File: src/rtl/errpol_pkg.sv
package errpol_pkg;
  localparam int NUM_ERR = 3;
  localparam int FLG_RISE = 0;
  localparam int FLG_SHORT = 1;
  localparam int FLG_LONG = 2;

  // strobes from control to datapath, one cycle each
  typedef struct packed {
    logic [NUM_ERR-1:0] setFlag;
    logic doAbort;
    logic doErrBit;
  } strobe_t;
endpackage

File: src/rtl/errpol_ctrl.sv
module errpol_ctrl
  import errpol_pkg::*;
(
  input  logic clk,
  input  logic rst_n,
  input  logic msgStart,
  input  logic [NUM_ERR-1:0] errIn,
  input  logic isBroadcast,
  input  logic fullListen,
  input  logic cfgStopOnRise,
  input  logic cfgRiseGen,
  input  logic cfgLongGen,
  input  logic cfgBcastNoErr,
  output strobe_t stb
);
  logic aborted;
  logic live;
  logic riseEb, shortEb, longEb;
  logic quiet;

  // an error in the message-start cycle belongs to the new message
  assign live = !(aborted && !msgStart);
  assign quiet = isBroadcast && cfgBcastNoErr;

  always_comb begin
    // rising error: needs stop; the generate enable is reversed for broadcast
    riseEb = cfgStopOnRise && (isBroadcast ? !cfgRiseGen : cfgRiseGen);
    longEb = isBroadcast ? !cfgLongGen : cfgLongGen;
    shortEb = !(isBroadcast && fullListen);
    stb = '0;
    if (live) begin
      stb.setFlag = errIn;
      stb.doAbort = (errIn[FLG_RISE] && cfgStopOnRise) || errIn[FLG_SHORT] || errIn[FLG_LONG];
      stb.doErrBit = !quiet && ((errIn[FLG_RISE] && riseEb) ||
                                (errIn[FLG_SHORT] && shortEb) ||
                                (errIn[FLG_LONG] && longEb));
    end
  end

  always_ff @(posedge clk or negedge rst_n) begin
    if (!rst_n) aborted <= 1'b0;
    else if (!live) aborted <= 1'b1;
    else aborted <= stb.doAbort;
  end
endmodule

File: src/rtl/errpol_datapath.sv
module errpol_datapath
  import errpol_pkg::*;
#(
  parameter int CNT_W = 8,
  parameter int STD_LO = 20,
  parameter int STD_HI = 30,
  parameter int EXT_LO = 16,
  parameter int EXT_HI = 34
) (
  input  logic clk,
  input  logic rst_n,
  input  strobe_t stb,
  input  logic [NUM_ERR-1:0] clrFlags,
  input  logic cfgTolExt,
  output logic abortRx,
  output logic errBitReq,
  output logic [NUM_ERR-1:0] errFlags,
  output logic [CNT_W-1:0] winLow,
  output logic [CNT_W-1:0] winHigh
);
  localparam logic [CNT_W-1:0] STD_LO_V = CNT_W'(STD_LO);
  localparam logic [CNT_W-1:0] STD_HI_V = CNT_W'(STD_HI);
  localparam logic [CNT_W-1:0] EXT_LO_V = CNT_W'(EXT_LO);
  localparam logic [CNT_W-1:0] EXT_HI_V = CNT_W'(EXT_HI);

  always_ff @(posedge clk or negedge rst_n) begin
    if (!rst_n) begin
      abortRx <= 1'b0;
      errBitReq <= 1'b0;
    end else begin
      abortRx <= stb.doAbort;
      errBitReq <= stb.doErrBit;
    end
  end

  for (genvar i = 0; i < NUM_ERR; i++) begin : g_flag
    always_ff @(posedge clk or negedge rst_n) begin
      if (!rst_n) errFlags[i] <= 1'b0;
      else if (stb.setFlag[i]) errFlags[i] <= 1'b1;
      else if (clrFlags[i]) errFlags[i] <= 1'b0;
    end

    AST_FLAG_CAUSE: assert property (@(posedge clk) disable iff (!rst_n)
      (errFlags[i] && !$past(errFlags[i])) |-> $past(stb.setFlag[i]));
  end

  assign winLow = cfgTolExt ? EXT_LO_V : STD_LO_V;
  assign winHigh = cfgTolExt ? EXT_HI_V : STD_HI_V;
endmodule

File: src/rtl/rx_errbit_policy.sv
module rx_errbit_policy
  import errpol_pkg::*;
#(
  parameter int CNT_W = 8,
  parameter int STD_LO = 20,
  parameter int STD_HI = 30,
  parameter int EXT_LO = 16,
  parameter int EXT_HI = 34
) (
  input  logic clk,
  input  logic rst_n,
  input  logic msgStart,
  input  logic errRise,
  input  logic errShort,
  input  logic errLong,
  input  logic isBroadcast,
  input  logic fullListen,
  input  logic cfgStopOnRise,
  input  logic cfgRiseGen,
  input  logic cfgLongGen,
  input  logic cfgBcastNoErr,
  input  logic cfgTolExt,
  input  logic [2:0] clrFlags,
  output logic abortRx,
  output logic errBitReq,
  output logic [2:0] errFlags,
  output logic [CNT_W-1:0] winLow,
  output logic [CNT_W-1:0] winHigh
);
  logic [NUM_ERR-1:0] errIn;
  strobe_t stb;

  always_comb begin
    errIn = '0;
    errIn[FLG_RISE] = errRise;
    errIn[FLG_SHORT] = errShort;
    errIn[FLG_LONG] = errLong;
  end

  errpol_ctrl u_ctrl (
    .clk(clk), .rst_n(rst_n), .msgStart(msgStart), .errIn(errIn),
    .isBroadcast(isBroadcast), .fullListen(fullListen),
    .cfgStopOnRise(cfgStopOnRise), .cfgRiseGen(cfgRiseGen),
    .cfgLongGen(cfgLongGen), .cfgBcastNoErr(cfgBcastNoErr), .stb(stb)
  );

  errpol_datapath #(
    .CNT_W(CNT_W), .STD_LO(STD_LO), .STD_HI(STD_HI), .EXT_LO(EXT_LO), .EXT_HI(EXT_HI)
  ) u_dp (
    .clk(clk), .rst_n(rst_n), .stb(stb), .clrFlags(clrFlags), .cfgTolExt(cfgTolExt),
    .abortRx(abortRx), .errBitReq(errBitReq), .errFlags(errFlags),
    .winLow(winLow), .winHigh(winHigh)
  );

  AST_ERRBIT_WITH_ABORT: assert property (@(posedge clk) disable iff (!rst_n)
    errBitReq |-> abortRx);

  AST_ONE_ABORT: assert property (@(posedge clk) disable iff (!rst_n)
    (abortRx && !msgStart) |=> !abortRx);

  AST_BCAST_QUIET: assert property (@(posedge clk) disable iff (!rst_n)
    errBitReq |-> !$past(isBroadcast && cfgBcastNoErr));

  AST_NO_ABORT_UNSTOPPED: assert property (@(posedge clk) disable iff (!rst_n)
    abortRx |-> $past(errShort || errLong || (errRise && cfgStopOnRise)));
endmodule

File: config.mk
export PLATFORM = sky130hd
export DESIGN_NAME = rx_errbit_policy
export DESIGN_NICKNAME = d
export VERILOG_FILES = /design/src/rtl/errpol_pkg.sv /design/src/rtl/errpol_ctrl.sv /design/src/rtl/errpol_datapath.sv /design/src/rtl/rx_errbit_policy.sv
export SDC_FILE = /design/constraint.sdc
export NUM_CORES = 1
export LEC_CHECK = 0
export BUFFER_PORTS_ARGS = -buffer_cell sky130_fd_sc_hd__buf_2
export CAP_MARGIN = 20
export CORE_AREA = 2 2 39 41
export DETAILED_ROUTE_END_ITERATION = 10
export DIE_AREA = 0 0 41 43
export PLACE_DENSITY = 0.64
export SLEW_MARGIN = 10
export SYNTH_ARGS = -nofsm -noshare
export SYNTH_HDL_FRONTEND = slang
export SYNTH_SLANG_ARGS = --single-unit
File: constraint.sdc
create_clock -name clk -period 1.3 [get_ports clk]
set_input_delay 0.13 -clock clk [delete_from_list [all_inputs] [get_ports clk]]
set_output_delay 0.13 -clock clk [all_outputs]
set_load 0.005 [all_outputs]
==> reports/metrics.yaml, run 1 <==
cpLargestDelayFamily: "flip-flops"
layout.nets: 85
n_fill_cell: 155
num_vias: 319
crit_cells: 1
synth_common_cells: "buf_4 (15), dfrtp_1 (6), nand2_1 (6)"
drt_iter0_drc: 8
rsz0062_at_grt: "no"
cp-start-kind: "register"
clock_path_buffers: 2
path_cells: "buf_2"
total_power_mw: 0.4748
final_area_sq_um: 480.5
cts_setup_buffers: 0
cts_resized: 0
cts.clk_slew.worst_paths_ps: 50
tns_ps: 0
drt_wl_total_um: 710
maxSlewViolCount: 0
finalHoldViolations: 0
yosysSeqAreaShare_pct: 39.34
yosys.area.top_type: "dfrtp_1"
wire_per_inst_um: 8.554
grt_pass1_vias: 287
status: "completed"
critPathArrivalTime_ps: 740
drive_gt1_share_pct: 41.79
final_cells: 83
cp_slowest_stage_delay_ps: 370
critPathRequiredTime_ps: 1170
antenna_found_initial: 0
clockRootBuffer: "clkbuf_4"
clock_skew_ps: 3.845
fin_ws_ps: 427.9
diodes: 0
place_area_sq_um: 447.9
ant_nets: 0
ys_async_sr_fraction_pct: 100.0
h-tree-depth: 1
reg2reg_depth: 2
gp_congestion: 0.7074
yosysMostFrequentCell: "buf_4"
cts.sinks: 6
core_area_sq_mm: 0.001384
multiInputGateArea_sq_um: 137.6
p_leak_nw: 0.2803
dp_cells: 79
placementRows: 14
firstDrtPassIters: 4
fp.dieH_um: 43
worst_setup_path_end_kind: "output pin"
setup_violations: 0
grt_overflow_total: 0
hold_path_depth: 2
cts_tree: "yes"
synth_flop_cell: "dfrtp_1"
cp_max_fo: 2
syn_area_per_cell_sq_um: 8.673
area_delta_synth_final_pct: 25.90
crit_buf_inv: 1
hp-class: "input port to register"
drc: 0
numCtsBuffers: 3
ys_ff_latch: 6
viasPerCell: 3.843
clock.fmax_ghz: 1.147
maxCapViolCount: 0
dieArea_sq_mm: 0.001763
synth_cells: 44
fin_crit_sh_pct: 67.08
yosys_warnings: 0
die-width_um: 41
clock_latency_ps: 240
synthTopCellsByArea: "dfrtp_1 (39%), buf_4 (30%), nand2_1 (5.9%)"
worstSetupPathType: "register to output pin"
powerDensity_mw_per_mm2: 988.2
slowest_stage: "dfrtp_1"
ff2ff_setup_slack_ps: 500
grt_max_degree: 7
io_buffers: 25
seq_area_sq_um: 150.1
postCtsHoldBufs: 1
ios: 37
start_util_pct: 27.58
grt_pass1_wl_mm: 1.104
grt_usage_pct: 9.211
yosys.area.top_type_share_pct: 39.34
period_needed_ps: 872.1
ys_types: 13
max-vdd-ir-drop_mv: 0.4360
synth_edf_count: 0
synth_area_sq_um: 381.6
post-place-ws_ps: 405.8
dp_hpwl_um: 612.9
==> sequential cells by signal, summed over array words and instances, names as in the netlist <==
| register | flops |
|---|---|
| u_dp.errBitReq | 1 |
| u_dp.abortRx | 1 |
| u_ctrl.aborted | 1 |
| u_dp.errFlags | 3 |
==> routing by layer <==
layer  GRT usage (%)  routed length [um]  part of all wire, %  vias to the layer above
li1                -                   -                    -                      158
met1           12.21                 299                   42                      137
met2           11.88                 315                   44                       24
met3           3.665                  95                   13                        0
met4           6.000                   0                    0                        0
met5               0                   0                    0                        -
==> stage by stage <==
| stage | hold slack (ps) | util [%] |
|---|---|---|
| after floorplan | -165.6 | - |
| after global placement | -40.13 | 32.37 |
| after detailed placement | -38.59 | 32.37 |
| after CTS | 66.14 | 34.72 |
| after global routing | 75.01 | 34.72 |
| final | 66.68 | 34.72 |
==> logic make-up (layout without fill, tap and decap cells) <==
family          Yosys count  after routing  share of synthesized area (%)
buf+inv                  19             33                          33.44
flops                     6              6                          39.34
other cells               2             11                          1.968
xor+xnor                  2              2                          4.591
compound gates            6              6                          10.49
simple gates              9              9                          10.16
==> worst reg2reg max path, stage by stage (launching register included) <==
cell,delay [ps]
dfrtp_1,370
nor2b_1,150
a221oi_1,190
==> layout make-up <==
cell class	instances	share of cell area (%)
flip-flops and latches	6	31.25
well taps	16	4.167
repair buffers	26	28.13
clock buffers	3	4.687
inverters	4	3.125
multi-input cells	28	28.65
==> report_power, final <==
part | switching (mW) | internal, mW
registers | 0.00572 | 0.203
logic | 0.0491 | 0.0462
clock network | 0.0661 | 0.104
==> worst paths after layout <==
check / start / endpoint
min in group asynchronous: rst_n / u_dp.errFlags[2]
setup / recovery: u_dp.errFlags[0] / errFlags[0]
hold / removal: clrFlags[2] / u_dp.errFlags[2]
setup reg to reg: u_ctrl.aborted / u_dp.errBitReq
max in group asynchronous: rst_n / u_dp.errFlags[1]
hold reg to reg: u_dp.errFlags[2] / u_dp.errFlags[2]
==> cell usage in the layout (no fill, tap or decap) <==
master	netlist	routed
buf_2	0	25
conb_1	2	11
nand2_1	6	6
dfrtp_1	6	6
inv_1	4	4
o21ai_0	3	3
clkbuf_4	0	3
xor2_1	2	2
nor2b_1	1	1
a211oi_1	1	1
nor2_1	1	1
a32oi_1	1	1
a221oi_1	1	1
nand2b_1	1	1
dlygate4sd3_1	0	1
Power figures use the tool's default switching activity.
==> inputs of run 2 (changes only) <==
ABC_AREA = 1   (was unset)
CORE_AREA = 2 2 40 42   (was 2 2 39 41)
DIE_AREA = 0 0 42 44   (was 0 0 41 43)
PLACE_DENSITY = 0.66   (was 0.64)
clock period = 0.8 ns   (was 1.3 ns; I/O delays follow)
==> reports/metrics.yaml, run 2 <==
cts_tree: "yes"
num_vias: 378  # +18%
mostFrequentLayoutCells: "buf_2 (25), conb_1 (11), inv_1 (10)"
start_util_pct: 28.84  # +1.3 points
ant_nets: 0  # unchanged
cp_slowest_stage_delay_ps: 370  # about the same
max-vdd-ir-drop_mv: 0.4362  # about the same
total_power_mw: 0.8179  # +72%
grt_overflow_total: 0  # unchanged
p_int_mw: 0.5967  # +69%
h-tree-depth: 1  # unchanged
ios: 37  # unchanged
dieArea_sq_mm: 0.001848  # +4.8%
dp_cells: 91  # +15%
critPathArrivalTime_ps: 740  # about the same
yosys.area.top_type_share_pct: 36.70  # -2.6 points
firstDrtPassIters: 2  # -2
path_cells: "buf_2"
drt_wl_total_um: 891  # +25%
powerDensity_mw_per_mm2: 1493  # +51%
drt_iter0_drc: 5  # -3
synth_flop_cell: "dfrtp_1"
fp.dieH_um: 44  # +2.3%
grt_pass1_wl_mm: 1.435  # +30%
clock_path_buffers: 2  # unchanged
syn_area_per_cell_sq_um: 7.439  # -14%
viasPerCell: 3.938  # +2.4%
clock_skew_ps: 0.04816  # -3.797 ps
gp_congestion: 0.7410  # +4.7%
synth_fa_ha_area_share_pct: 0  # unchanged
maxSlewViolCount: 0  # unchanged
cts.sinks: 6  # unchanged
grt_pass1_vias: 327  # +14%
cp-start-kind: "register"
ys_ff_latch: 6  # unchanged
p_clk_share_pct: 34.1  # -1.8 points
synthTopCellsByArea: "dfrtp_1 (37%), buf_4 (28%), inv_1 (11%)"
use_met3_pct: 4.167  # +0.50 points
maxCapViolCount: 0  # unchanged
layout.nets: 98  # +15%
cts.clk_slew.worst_paths_ps: 40  # about the same
drive_gt1_share_pct: 46.25  # +4.5 points
final_common_cell: "buf_2"
fin_crit_sh_pct: 102.5
antenna_found_initial: 0  # unchanged
met1_usage_pct: 13.16  # +0.95 points
failed_checks: "negative setup slack"
clockRootBuffer: "clkbuf_4"
status: "finished with violations"
p_sw_mw: 0.2212  # +83%
fin_ws_ps: -20.12  # -448.0 ps
hp-class: "input port to register"
swShare_pct: 27.04  # +1.6 points
synth_edf_count: 0  # unchanged
seqPwrFrac_pct: 41.4  # -2.6 points
worst_setup_path_end_kind: "output pin"
finish.utilization_pct: 38.62  # +3.9 points
ys_types: 13  # unchanged
grt_usage_pct: 10.83  # +1.6 points
largest_reg_flops: 3  # unchanged
finalHoldViolations: 0  # unchanged
period_needed_ps: 820.1
grt_max_degree: 7  # unchanged
n_fill_cell: 150  # -3.2%
synth_common_cells: "buf_4 (15), inv_1 (12), nand2_1 (9)"
rsz0062_at_grt: "yes"
synth_cells: 55  # +25%
yosysSeqAreaShare_pct: 36.70  # -2.6 points
p_leak_nw: 0.3492  # +25%
wire_per_inst_um: 9.281  # +8.5%
critPathRequiredTime_ps: 720  # -450 ps
die-width_um: 42  # +2.4%
yosys.area_share.simple_pct: 14.98  # +4.8 points
yosys.area.top_type: "dfrtp_1"
crit_buf_inv: 1  # unchanged
final_cells: 96  # +16%
io_buffers: 25  # unchanged
post-place-ws_ps: 7.256  # -398.6 ps
synthMuxAreaShare_pct: 0  # unchanged
area_delta_synth_final_pct: 33.95
yosysMostFrequentCell: "buf_4"
grt-busiest-layer: "met2"
comb_power_share_pct: 24.5  # +4.4 points
drc: 0  # unchanged
clock.fmax_ghz: 1.219
synthXorXnorAreaFrac_pct: 0  # -4.6 points
yosys_warnings: 0  # unchanged
use_met2_pct: 14.69  # +2.8 points
core_area_sq_mm: 0.001419  # +2.5%
dp_hpwl_um: 714.4  # +17%
synth_top_family_by_area: "buffers and inverters"
synth_compound_area_share_pct: 7.034  # -3.5 points
ys_async_sr_fraction_pct: 100.0  # unchanged
clock_latency_ps: 240  # about the same
top_register: "u_dp.errFlags"
placementRows: 14  # unchanged
numCtsBuffers: 3  # unchanged
slowest_stage: "dfrtp_1"
setup_violations: 3  # +3
synth_area_sq_um: 409.1  # +7.2%
cpLargestDelayFamily: "flip-flops"
cp_max_fo: 2  # unchanged
worstSetupPathType: "register to output pin"
diodes: 0  # unchanged
[run 2: cell count changes after synthesis, moves of 2 or more]
| cell | before | now |
|---|---|---|
| o22ai_1 | 0 | 2 |
| inv_1 | 4 | 12 |
| o21ai_0 | 3 | 1 |
| nand2_1 | 6 | 9 |
| xor2_1 | 2 | 0 |
| nand3_1 | 0 | 3 |
[run 2: what timing repair did]
item / 4_1_cts / 5_1_grt
resized for setup: 1 / 7
pin swaps: 1 / 1
setup buffers: 0 / 1
setup endpoints to repair: 6 / 10
hold buffers: 1 / 0
hold endpoints to repair: 6 / 0
[run 2: area by class of cell]
| type | count | area [sq um] | share of cell area, % |
|---|---|---|---|
| repair buffers | 28 | 153.9 | 28.08 |
| multi-input cells | 30 | 152.6 | 27.85 |
| inverters | 13 | 48.80 | 8.904 |
| flip-flops and latches | 6 | 150.1 | 27.40 |
| clock buffers | 3 | 22.52 | 4.110 |
| well taps | 16 | 20.02 | 3.653 |
[run 2: cell families after synthesis]
kind of cell,Yosys count
DFF,6
and+or+nand+nor,14
buffers and inverters,28
AOI/OAI and AO/OA,5
other,2
[run 2: per-layer routing]
metal	up-vias	share of wire [%]
li1	187	-
met5	-	0
met3	2	13
met1	164	39
met4	0	1.6
met2	25	47
[run 2: worst paths after layout]
check,from,endpoint,slack (ps),depth (start not counted)
worst max-delay path,u_dp.errFlags[2],errFlags[2],-20,1
worst min-delay path,clrFlags[0],u_dp.errFlags[0],10,2
worst max register to register,u_ctrl.aborted,u_dp.abortRx,0,4
worst min register to register,u_dp.errFlags[0],u_dp.errFlags[0],510,2
max in group asynchronous,rst_n,u_ctrl.aborted,470,2
min in group asynchronous,rst_n,u_dp.abortRx,190,2
[run 2: per-stage QoR]
| step | hold slack (ps) | TNS (ps) | area (sq um) |
|---|---|---|---|
| 2_1_floorplan | -215.6 | 0 | 442.9 |
| 3_3_place_gp | -89.30 | 0 | 483.0 |
| 3_5_place_dp | -86.95 | 0 | 483.0 |
| 4_1_cts | 5.800 | -90.11 | 515.5 |
| 5_1_grt | 12.10 | -309.1 | 548.0 |
| 6_report | 9.618 | -37.62 | 548.0 |
[run 2: power by group through the flow]
stage | Combinational (mW) | Clock, mW | Sequential [mW]
2_1_floorplan | 0.120 | 0 | 0.347
4_1_cts | 0.174 | 0.288 | 0.339
6_report | 0.201 | 0.279 | 0.339
5_1_grt | 0.227 | 0.306 | 0.342
3_3_place_gp | 0.165 | 0 | 0.343
3_5_place_dp | 0.169 | 0 | 0.343
==> inputs of run 3 (changes only) <==
CELL_PAD_IN_SITES_DETAIL_PLACEMENT = 1   (was unset)
CELL_PAD_IN_SITES_GLOBAL_PLACEMENT = 1   (was unset)
CORE_AREA = 2 2 50 52   (was 2 2 40 42)
DIE_AREA = 0 0 52 54   (was 0 0 42 44)
PLACE_DENSITY = 0.67   (was 0.66)
SKIP_CTS_REPAIR_TIMING = 1   (was unset)
SYNTH_HIERARCHICAL = 1   (was unset)
==> reports/metrics.yaml, run 3 <==
dieArea_sq_mm: 0.002808  # +52%
grt_usage_pct: 7.935  # -2.9 points
status: "finished with violations"
synth_common_cells: "buf_4 (15), inv_1 (15), nand2_1 (14)"
numCtsBuffers: 3  # unchanged
hold_slack_ps: 63.81  # +54.19 ps
drt_wl_total_mm: 1.028  # +15%
rsz0062_at_grt: "yes"
grt_pass1_wl_mm: 1.524  # +6.2%
synth_edf_count: 0  # unchanged
area_delta_synth_final_pct: 30.35
drc: 0  # unchanged
antenna_found_initial: 0  # unchanged
yosysSeqAreaShare_pct: 34.68  # -2.0 points
yosys.area.top_type_share_pct: 34.68  # -2.0 points
p_leak_nw: 0.3692  # +5.7%
clock_skew_ps: 0.1361  # +0.08796 ps
reg2reg_depth: 5  # +1
clock_latency_ps: 240  # about the same
powerDensity_mw_per_mm2: 1419  # -4.9%
ys_async_sr_fraction_pct: 100.0  # unchanged
finalHoldViolations: 0  # unchanged
start_util_pct: 18.66  # -10 points
wire_per_inst_um: 8.786  # -5.3%
critPathArrivalTime_ps: 1000  # +260 ps
maxCapViolCount: 0  # unchanged
top_register: "u_dp/errFlags"
hold_path_depth: 4  # +2
drive_gt1_share_pct: 36.78  # -9.5 points
fin_crit_sh_pct: 102.4  # -0.16 points
cts.clk_slew.worst_paths_ps: 40  # about the same
ant_nets: 0  # unchanged
io_buffers: 25  # unchanged
failed_checks: "negative setup slack"
syn_area_per_cell_sq_um: 6.872  # -7.6%
grt_pass1_vias: 374  # +14%
ys_types: 11  # -2
final_cells: 117  # +22%
critPathRequiredTime_ps: 980  # +260 ps
drt_iter0_drc: 2  # -3
n_fill_cell: 302  # +100%
num_vias: 406  # +7.4%
cts_tree: "yes"
cp_max_fo: 5  # +3
dp_hpwl_um: 922.8  # +29%
clockRootBuffer: "clkbuf_4"
fp.dieH_um: 54  # +23%
diodes: 0  # unchanged
yosys_warnings: 6  # +6
mostFrequentLayoutCells: "buf_2 (25), inv_1 (14), nand2_1 (14)"
largest_reg_flops: 3  # unchanged
final_area_sq_um: 564.3  # +3.0%
max-vdd-ir-drop_mv: 0.3786  # -13%
setup_violations: 4  # +1
ys_ff_latch: 6  # unchanged
yosys.area.top_type: "dfrtp_1"
synth_area_sq_um: 432.9  # +5.8%
h-tree-depth: 1  # unchanged
tns_ps: -58.60  # -20.98 ps
synth_flop_cell: "dfrtp_1"
synth_cells: 63  # +15%
layout.nets: 105  # +7.1%
grt_overflow_total: 0  # unchanged
core_area_sq_mm: 0.002320  # +63%
worst_setup_path_end_kind: "register"
cts.sinks: 6  # unchanged
synthTopCellsByArea: "dfrtp_1 (35%), buf_4 (26%), inv_1 (13%)"
ios: 37  # unchanged
period_needed_ps: 818.9  # -1.255 ps
grt_max_degree: 7  # unchanged
cp-start-kind: "register"
clock.fmax_ghz: 1.221  # +0.15%
final_common_cell: "buf_2"
viasPerCell: 3.470  # -12%
clock_path_buffers: 2  # unchanged
place_area_sq_um: 519.2  # +7.5%
gp_congestion: 0.6636  # -10%
dp_cells: 112  # +23%
die-width_um: 52  # +24%
placementRows: 18  # +4
worstSetupPathType: "register to register"
fin_ws_ps: -18.87  # +1.255 ps
maxSlewViolCount: 0  # unchanged
hp-class: "input port to register"
firstDrtPassIters: 2  # unchanged
==> run 3: changes by cell type after synthesis, sizes merged <==
cell,delta
nor2,+3
inv,+3
o2111ai,+1
o22ai,-2
nand2,+5
o21ai,-1
nand4,-1
==> run 3: per-stage QoR <==
| step | utilization (%) | power, mW | worst slack (ps) |
|---|---|---|---|
| floorplan | - | 0.4729 | 62.62 |
| global placement | 22.38 | 0.5100 | 23.68 |
| detailed placement | 22.38 | 0.5184 | -35.45 |
| CTS | 23.35 | 0.8076 | -47.46 |
| global route | 24.33 | 0.8678 | -50.37 |
| finish | 24.33 | 0.8006 | -18.87 |
==> run 3: worst paths after layout <==
path | start | to | slack [ps]
worst max-delay path | u_ctrl/aborted | u_dp/errBitReq | -20
worst min register to register | u_dp/errFlags[0] | u_dp/errFlags[0] | 460
worst min-delay path | clrFlags[0] | u_dp/errFlags[0] | 60
min in group asynchronous | rst_n | u_dp/errBitReq | 190
max in group asynchronous | rst_n | u_dp/errFlags[0] | 470
worst max register to register | u_ctrl/aborted | u_dp/errBitReq | -20
==> run 3: cells by family after synthesis <==
group	synth area share (%)
AO/OA/AOI/OAI	4.624
buffers and inverters	39.88
flip-flops	34.68
other	1.735
AND/OR/NAND/NOR	19.07
==> run 3: report_power, final <==
group	switching [mW]	total, mW	internal (mW)	leakage (nW)
clock	0.104	0.274	0.169	0.0138
sequential	0.00904	0.339	0.330	0.0702
combinational	0.101	0.188	0.0863	0.285
total	0.215	0.801	0.586	0.369
==> run 3: cell type report <==
| class | instances | area, sq um | share of cell area [%] |
|---|---|---|---|
| clock buffer | 3 | 22.52 | 3.991 |
| multi-input combinational | 35 | 151.4 | 26.83 |
| timing repair buffer | 27 | 142.6 | 25.28 |
| tap | 30 | 37.54 | 6.652 |
| inverter | 16 | 60.06 | 10.64 |
| sequential | 6 | 150.1 | 26.61 |
==> run 3: critical path, stage by stage (launching register included) <==
cell	delay [ps]
dfrtp_1	370
inv_2	80
nor2_4	50
a21oi_1	140
nand2_1	70
inv_1	50
==> run 3: routing by layer <==
layer	share of wire [%]	vias up	GRT usage, %
met4	0	0	9.649
met2	50	24	13.08
li1	-	203	-
met1	40	179	7.450
met5	0	-	0
met3	10	0	1.944
